**src/rtl/idle_pkg.sv**
```systemverilog
package idle_pkg;

    typedef enum logic [1:0] {
        ST_RUN   = 2'd0,
        ST_IDLE  = 2'd1,
        ST_RECOV = 2'd2
    } idle_state_t;

    typedef struct packed {
        logic cpu_en;
        logic strobe_hi;
        logic pca_en;
    } gate_ctl_t;

    function automatic int recov_len(input int osc_extra, input int n_instr,
                                     input int osc_per_instr);
        return osc_extra + n_instr * osc_per_instr;
    endfunction

    function automatic gate_ctl_t gate_decode(input idle_state_t st, input logic keep_run);
        gate_ctl_t g;
        g.cpu_en    = (st == ST_RUN);
        g.strobe_hi = (st != ST_RUN);
        g.pca_en    = (st == ST_RUN) | keep_run;
        return g;
    endfunction

endpackage

```
**src/rtl/idle_wake_detect.sv**
```systemverilog
module idle_wake_detect #(
    parameter int N_IRQ = 5
) (
    input  logic [N_IRQ-1:0] irq_req,
    input  logic [N_IRQ-1:0] irq_en,
    input  logic             irq_global_en,
    output logic             wake
);
    logic [N_IRQ-1:0] live;

    for (genvar i = 0; i < N_IRQ; i++) begin : g_line
        assign live[i] = irq_req[i] & irq_en[i];
    end

    assign wake = irq_global_en & (|live);
endmodule

```
**src/rtl/idle_rst_qual.sv**
```systemverilog
module idle_rst_qual #(
    parameter int QUAL = 4
) (
    input  logic clk,
    input  logic rst,
    input  logic pin,
    output logic hit
);
    localparam int W = $clog2(QUAL + 1);
    localparam logic [W-1:0] TOP  = W'(QUAL);
    localparam logic [W-1:0] LAST = W'(QUAL - 1);

    logic [W-1:0] run_len;

    assign hit = pin && (run_len == LAST);

    always_ff @(posedge clk) begin
        if (rst) begin
            run_len <= '0;
        end else if (!pin) begin
            run_len <= '0;
        end else if (run_len != TOP) begin
            run_len <= run_len + 1'b1;
        end
    end
endmodule

```
**src/rtl/idle_recov_timer.sv**
```systemverilog
module idle_recov_timer #(
    parameter int LEN = 39
) (
    input  logic clk,
    input  logic rst,
    input  logic load,
    output logic done
);
    localparam int W = (LEN > 1) ? $clog2(LEN) : 1;
    localparam logic [W-1:0] START = W'(LEN - 1);

    logic [W-1:0] remain;

    assign done = (remain == '0);

    always_ff @(posedge clk) begin
        if (rst) begin
            remain <= '0;
        end else if (load) begin
            remain <= START;
        end else if (remain != '0) begin
            remain <= remain - 1'b1;
        end
    end
endmodule

```
**src/rtl/idle_power_ctrl.sv**
```systemverilog
module idle_power_ctrl
    import idle_pkg::*;
#(
    parameter int N_IRQ         = 5,
    parameter int OSC_EXTRA     = 3,
    parameter int WAIT_INSTR    = 3,
    parameter int OSC_PER_INSTR = 12,
    parameter int RST_QUAL      = 4
) (
    input  logic             clk,
    input  logic             rst,
    input  logic             pwr_wr,
    input  logic [7:0]       pwr_wdata,
    input  logic             pca_keep_run,
    input  logic [N_IRQ-1:0] irq_req,
    input  logic [N_IRQ-1:0] irq_en,
    input  logic             irq_global_en,
    input  logic             rst_pin,
    output logic             cpu_clk_en,
    output logic             periph_clk_en,
    output logic             pca_clk_en,
    output logic             ale_force_hi,
    output logic             psen_force_hi,
    output logic             idle_flag,
    output logic             resume_pulse,
    output logic             soft_reset
);
    localparam int RECOV = recov_len(OSC_EXTRA, WAIT_INSTR, OSC_PER_INSTR);

    idle_state_t state, state_nx;
    gate_ctl_t   gate;
    logic        wake, rst_hit, recov_done, recov_load, idle_req;
    logic        unused_wdata;

    assign unused_wdata = ^pwr_wdata[7:1];
    assign idle_req     = pwr_wr && pwr_wdata[0];

    idle_wake_detect #(.N_IRQ(N_IRQ)) u_wake (
        .irq_req      (irq_req),
        .irq_en       (irq_en),
        .irq_global_en(irq_global_en),
        .wake         (wake)
    );

    idle_rst_qual #(.QUAL(RST_QUAL)) u_qual (
        .clk(clk),
        .rst(rst),
        .pin(rst_pin),
        .hit(rst_hit)
    );

    idle_recov_timer #(.LEN(RECOV)) u_timer (
        .clk (clk),
        .rst (rst),
        .load(recov_load),
        .done(recov_done)
    );

    always_comb begin
        state_nx   = state;
        recov_load = 1'b0;
        if (rst_hit) begin
            state_nx = ST_RUN;
        end else begin
            unique case (state)
                ST_RUN:   if (idle_req) state_nx = ST_IDLE;
                ST_IDLE:  if (wake) begin
                              state_nx   = ST_RECOV;
                              recov_load = 1'b1;
                          end
                ST_RECOV: if (recov_done) state_nx = ST_RUN;
                default:  state_nx = ST_RUN;
            endcase
        end
    end

    always_ff @(posedge clk) begin
        if (rst) begin
            state         <= ST_RUN;
            resume_pulse  <= 1'b0;
            soft_reset    <= 1'b0;
            periph_clk_en <= 1'b0;
        end else begin
            state         <= state_nx;
            resume_pulse  <= (state == ST_RECOV) && recov_done && !rst_hit;
            soft_reset    <= rst_hit;
            periph_clk_en <= 1'b1;
        end
    end

    assign gate          = gate_decode(state, pca_keep_run);
    assign cpu_clk_en    = gate.cpu_en;
    assign ale_force_hi  = gate.strobe_hi;
    assign psen_force_hi = gate.strobe_hi;
    assign pca_clk_en    = gate.pca_en;
    assign idle_flag     = (state == ST_IDLE);
endmodule

```
**config.mk**
```make
export PLATFORM = sky130hd
export DESIGN_NAME = idle_power_ctrl
export DESIGN_NICKNAME = d
export VERILOG_FILES = /design/src/rtl/idle_pkg.sv /design/src/rtl/idle_wake_detect.sv /design/src/rtl/idle_rst_qual.sv /design/src/rtl/idle_recov_timer.sv /design/src/rtl/idle_power_ctrl.sv
export SDC_FILE = /design/constraint.sdc
export NUM_CORES = 1
export LEC_CHECK = 0
export BUFFER_PORTS_ARGS = -buffer_cell sky130_fd_sc_hd__buf_2
export CAP_MARGIN = 20
export CELL_PAD_IN_SITES_DETAIL_PLACEMENT = 1
export CELL_PAD_IN_SITES_GLOBAL_PLACEMENT = 2
export CORE_ASPECT_RATIO = 0.6
export CORE_MARGIN = 2
export CORE_UTILIZATION = 25
export DETAILED_ROUTE_END_ITERATION = 16
export PLACE_DENSITY = 0.82
export SLEW_MARGIN = 20
export SYNTH_ARGS = -nofsm -noshare
export SYNTH_HDL_FRONTEND = slang
export SYNTH_SLANG_ARGS = --single-unit
```
**constraint.sdc**
```tcl
create_clock -name clk -period 2.6 [get_ports clk]
set_input_delay 0.13 -clock clk [delete_from_list [all_inputs] [get_ports clk]]
set_output_delay 0.13 -clock clk [all_outputs]
set_load 0.05 [all_outputs]
```
### After elaboration in Yosys (flattened, before gate mapping)

Index checks and enable logic that the tools add are counted.

* register bits: 14
* input port bits: 24
* output and inout port bits: 8
* logic and storage cells: 49

* $add $sub $neg: 2
* equal/unequal tests: 7
* multiplexer cells: 10
* bitwise gates (word level): 8
* reductions and logical operators: 15

Operator list (number)
* $mux W6: 2
* $and A1 B1 Y1: 6
* $logic_not A6 Y1: 1
* $mux W2: 3
* $pmux W2 S3: 1
* $reduce_bool A6 Y1: 1
* $reduce_or A2 Y1: 3
* $sub A6 B1 Y6 const B: 1
* $reduce_or A5 Y1: 1
* $logic_and A1 B1 Y1: 4
* $mux W1: 4
* $ne A2 B1 Y1 const B: 2
* $reduce_bool A2 Y1: 2
* $add A3 B1 Y3 const B: 1
* $eq A3 B2 Y1 const B: 1
* $ne A3 B3 Y1 const B: 1
* $reduce_and A3 Y1: 1
* $eq A2 B1 Y1 const B: 1
* $eq A2 B2 Y1 const B: 1
* $logic_not A2 Y1: 1
* $ne A2 B2 Y1 const B: 1
* $logic_not A1 Y1: 1
* $not A1 Y1: 1
* $or A1 B1 Y1: 1

### Longest topological paths before layout

* word-level depth: 7
* mapped depth: 6
* mapped depth without buffers: 6

### Modules after synthesis

A second synthesis with hierarchy kept.

* cell total of the unflattened synthesis: 81
* area total of the unflattened synthesis: 734.5 um^2

By module, submodules not included
* idle_recov_timer: instances 1, cells each 38, area each 326.6 um^2, seq. area each 120.1 um^2
* idle_power_ctrl: instances 1, cells each 21, area each 211.5 um^2, seq. area each 100.1 um^2
* idle_rst_qual: instances 1, cells each 19, area each 171.4 um^2, seq. area each 60.1 um^2
* idle_wake_detect: instances 1, cells each 3, area each 25.0 um^2, seq. area each 0.0 um^2

### Worst setup path after synthesis

No wires, ideal clock.

* kind: reg2reg
* from: reg state[0]
* to: reg u_timer.remain[3]
* setup time: 0.132 ns
* data arrival time: 1.587 ns
* data required time: 2.468 ns
* setup slack: 0.881 ns
* stages on the path, launching flop included: 4
* buffers on the path: 0
* period minus slack after synthesis: 1.719 ns
* path through: dfxtp_1 -> nor2b_1 -> and3_1 -> nor4_1

* cells in the longest elaborated chain, start to end: 4

Ends and longest elaborated chain
* start: declaration: line idle_power_ctrl.sv:30 `idle_state_t state, state_nx;`
* start signal: assignment: line idle_power_ctrl.sv:84 `state <= state_nx;`
* $eq A2 B1 Y1
* net idle_flag: line idle_power_ctrl.sv:24 `output logic idle_flag,`
* $mux W1: line idle_power_ctrl.sv:65 `unique case (state)`
* $mux W1: line idle_power_ctrl.sv:62 `if (rst_hit) begin`
* $reduce_or A2 Y1 (no line)
* end signal: assignment: line idle_recov_timer.sv:22 `remain <= remain - 1'b1;`
* end: declaration: line idle_recov_timer.sv:12 `logic [W-1:0] remain;`

The timed path passes the listed nets, and every way through them passes these cells.
A chain may end at the register's enable or synchronous reset.

### Final worst setup path

* from: reg u_timer.remain[0]
* to: reg resume_pulse

* cells in the longest elaborated chain, start to end: 3

Ends and longest elaborated chain
* $logic_not A6 Y1: line idle_recov_timer.sv:14 `assign done = (remain == '0);`
* $logic_and A1 B1 Y1 (2 in a row): line idle_power_ctrl.sv:85 `resume_pulse <= (state == ST_RECOV) && recov_done && !rst_hit;`
* end signal: assignment: line idle_power_ctrl.sv:85
* end: declaration: line idle_power_ctrl.sv:25 `output logic resume_pulse,`

No other way between the ends.

==> out/qor.csv <==
stage,metric,value,unit
power_and_ir_drop,PwrDens,995.4,nW/um2
grt,antenna violations before repair,0,
worst_setup_path,Worst R2R End,resume_pulse,
grt,pin count of the biggest net entering global routing,9,
grt,grt met3 use,4.419,%
timing,Worst Max-Slew Pin Slew,419.2,ps
clock_network,CTS Hold Bufs,0,
placement,port buffer count,24,
clock_network,post-cts sizing count,0,
worst_setup_path,CP arrival,1890,ps
placement,pre-CTS WS,850.5,ps
grt,GRT overflow,0,
worst_setup_path,R2R cell count,5,
timing,Final Hold Viols,0,
finish,# nets final,130,
die,Die W,70.49,um
power_and_ir_drop,Final Power,866.9,uW
power_and_ir_drop,leak pwr,0.3924,nW
grt,GR Util met1,12.76,%
worst_setup_path,CP Capture Point,resume_pulse,
worst_setup_path,Setup CP Type,flop to flop,
timing,setup ws final,845.7,ps
outcome,status,"finished, final reports clean",
clock_network,Max clock buf depth,2,
power_and_ir_drop,largest vdd supply drop,0.2861,mV
die,Row Count,14,
grt,first-pass GRT wire length,2.573,mm
clock_network,TritonCTS Buffers,3,
timing,RSZ-0062 raised after global routing,no,
grt,Overall Global Routing Usage,10.67,%
placement,post-DP HPWL,1.233,mm
die,Die ar.,3094,um2
worst_setup_path,crit path from,u_timer.remain[0],
die,I/O pin cnt,32,
drt,initial drt markers,10,
yosys,sequential-to-total area share from yosys stat,42.26,%
worst_hold_path,Hold Path Class,primary input to flop,
timing,final setup vio count,0,
die,Chip Height,43.90,um
worst_setup_path,R2R Path Start,u_timer.remain[0],
worst_setup_path,CP max FO,5,
finish,"most common cell after layout, fill and taps aside",buf_2,
clock_network,TritonCTS clock tree,built,
clock_network,clk root buf,clkbuf_8,
worst_setup_path,Startpoint Class,flop,
yosys,Mean Syn Cell Area,8.961,um2
drt,DRC,0,
worst_setup_path,WP data required,2740,ps
clock_network,Sink Count,14,
drt,vias,588,
yosys,Post-Synthesis Cells,74,
finish,layout cells sized above 1,31.68,%
timing,Tcrit/Tclk final,67.47,%
yosys,Post-Syn Nets,102,
yosys,synth warn,0,
timing,post-route minimum period,1754,ps
clock_network,"Reg clk slew, reported paths",60,ps
drt,DRT Pass-1 Iters,2,
clock_network,Post-CTS Setup Bufs,0,
timing,Worst Clk Skew,2.893,ps
drt,routed vias/inst,4.421,
die,Core Region,2505,um2
yosys,"flops & latches, synth",14,
timing,"Slew Viols, Final",0,
grt,number of global-route vias before repair,593,
worst_setup_path,"setup slack, reg-to-reg",850,ps
yosys,Synth cell types,28,
flow_run,number of max-cap violations,0,
worst_setup_path,Crit. End Element,flop,
placement,gp weighted congestion,0.7296,
timing,slew margin rel.,71.84,%
drt,WL final,1.515,mm
yosys,mapped cell area,663.1,um2
clock_network,CTS H-tree lvls,1,
drt,Final ANT Viol Nets,0,
clock_network,Skew-Pair Late Insertion Delay,240,ps
finish,ant diodes,0,
grt,grt met2 use,18.87,%
timing,fmax,570.0,MHz
finish,most frequent cells in the layout,"buf_2, dfxtp_1, inv_1, nand2_1, a21oi_1",
timing,final setup TNS,0,ps
finish,Layout area overhead,31.32,%
drt,routed len/inst,11.39,um
die,Initial Utilization,26.47,%
grt,GR peak layer,met2,
==> worst max-delay path, stage by stage (launching register included) <==
cell and delay (ps):
dfxtp_1 310, inv_1 80, ha_1 190, or3b_4 410, or3_4 370, nor4_1 280
==> logic make-up after synthesis <==
group           share of synthesized area (%)
buf+inv                                 5.661
simple gates                            26.42
fa+ha+maj                               7.547
xor+xnor                                3.963
compound gates                          11.13
flops                                   42.26
mux                                     3.019
==> power breakdown <==
part / switching (mW) / total [mW] / internal [mW]
combinational: 0.185 / 0.352 / 0.168
sequential: 0.0397 / 0.302 / 0.262
clock: 0.0789 / 0.213 / 0.134
==> cells in the mapped netlist <==
| cell | number | area (um2) |
|---|---|---|
| nor3b_1 | 1 | 7.510 |
| a22oi_1 | 1 | 7.510 |
| inv_1 | 8 | 30.03 |
| and3_1 | 1 | 6.260 |
| nand3_1 | 2 | 10.01 |
| or3_1 | 2 | 12.51 |
| nand3b_1 | 1 | 7.510 |
| nand2_1 | 7 | 26.28 |
| a21boi_0 | 1 | 7.510 |
| or2_2 | 1 | 6.260 |
| or3_4 | 1 | 11.26 |
| nor2_1 | 2 | 7.510 |
| nor3_2 | 1 | 10.01 |
| a31oi_1 | 1 | 6.260 |
| a21oi_1 | 7 | 35.03 |
| nand2b_1 | 2 | 12.51 |
| xnor2_1 | 2 | 17.52 |
| xor2_1 | 1 | 8.760 |
| a222oi_1 | 1 | 10.01 |
| or3b_4 | 1 | 11.26 |
| nor2b_1 | 2 | 12.51 |
| mux2i_1 | 2 | 20.02 |
| dfxtp_1 | 14 | 280.3 |
| buf_4 | 1 | 7.510 |
| o21a_1 | 1 | 7.510 |
| nor4_1 | 3 | 18.77 |
| ha_1 | 4 | 50.05 |
| nor3_1 | 3 | 15.01 |
==> flip-flops by register name, summed over array words and instances, names as in the netlist <==
| name | count |
|---|---|
| resume_pulse | 1 |
| soft_reset | 1 |
| state | 2 |
| periph_clk_en | 1 |
| u_timer.remain | 6 |
| u_qual.run_len | 3 |
==> per-layer routing <==
metal  part of all wire [%]  wire length, um
met1                     49              738
met2                     48              733
met3                    2.8               43
met4                      0                0
met5                      0                0
==> layout make-up <==
class	instances	area, um2
inverter	8	30.03
sequential	14	280.3
timing repair buffer	24	120.1
tap	32	40.04
clock buffer	4	55.05
multi-input combinational	51	345.3
fill	299	1634
==> how the worst min path moves through the flow <==
stage	startpoint	endpoint	slack [ps]	cells after the start
global placement	rst	u_timer.remain[5]	400	2
finish	rst	u_timer.remain[5]	150	2
CTS	rst	u_timer.remain[5]	160	2
global route	rst	u_timer.remain[2]	170	2
floorplan	rst	u_timer.remain[5]	200	1
detailed placement	rst	u_timer.remain[5]	420	2
==> per-stage QoR <==
step	instances	util (%)	instance area (um2)	hold WS, ps
finish	133	34.77	870.8	153.6
global placement	129	32.57	815.8	404.7
floorplan	74	-	663.1	199.1
global route	133	34.77	870.8	169.6
detailed placement	129	32.57	815.8	417.7
CTS	133	34.77	870.8	156.5
Note: power is estimated with default switching activity, not from simulation.
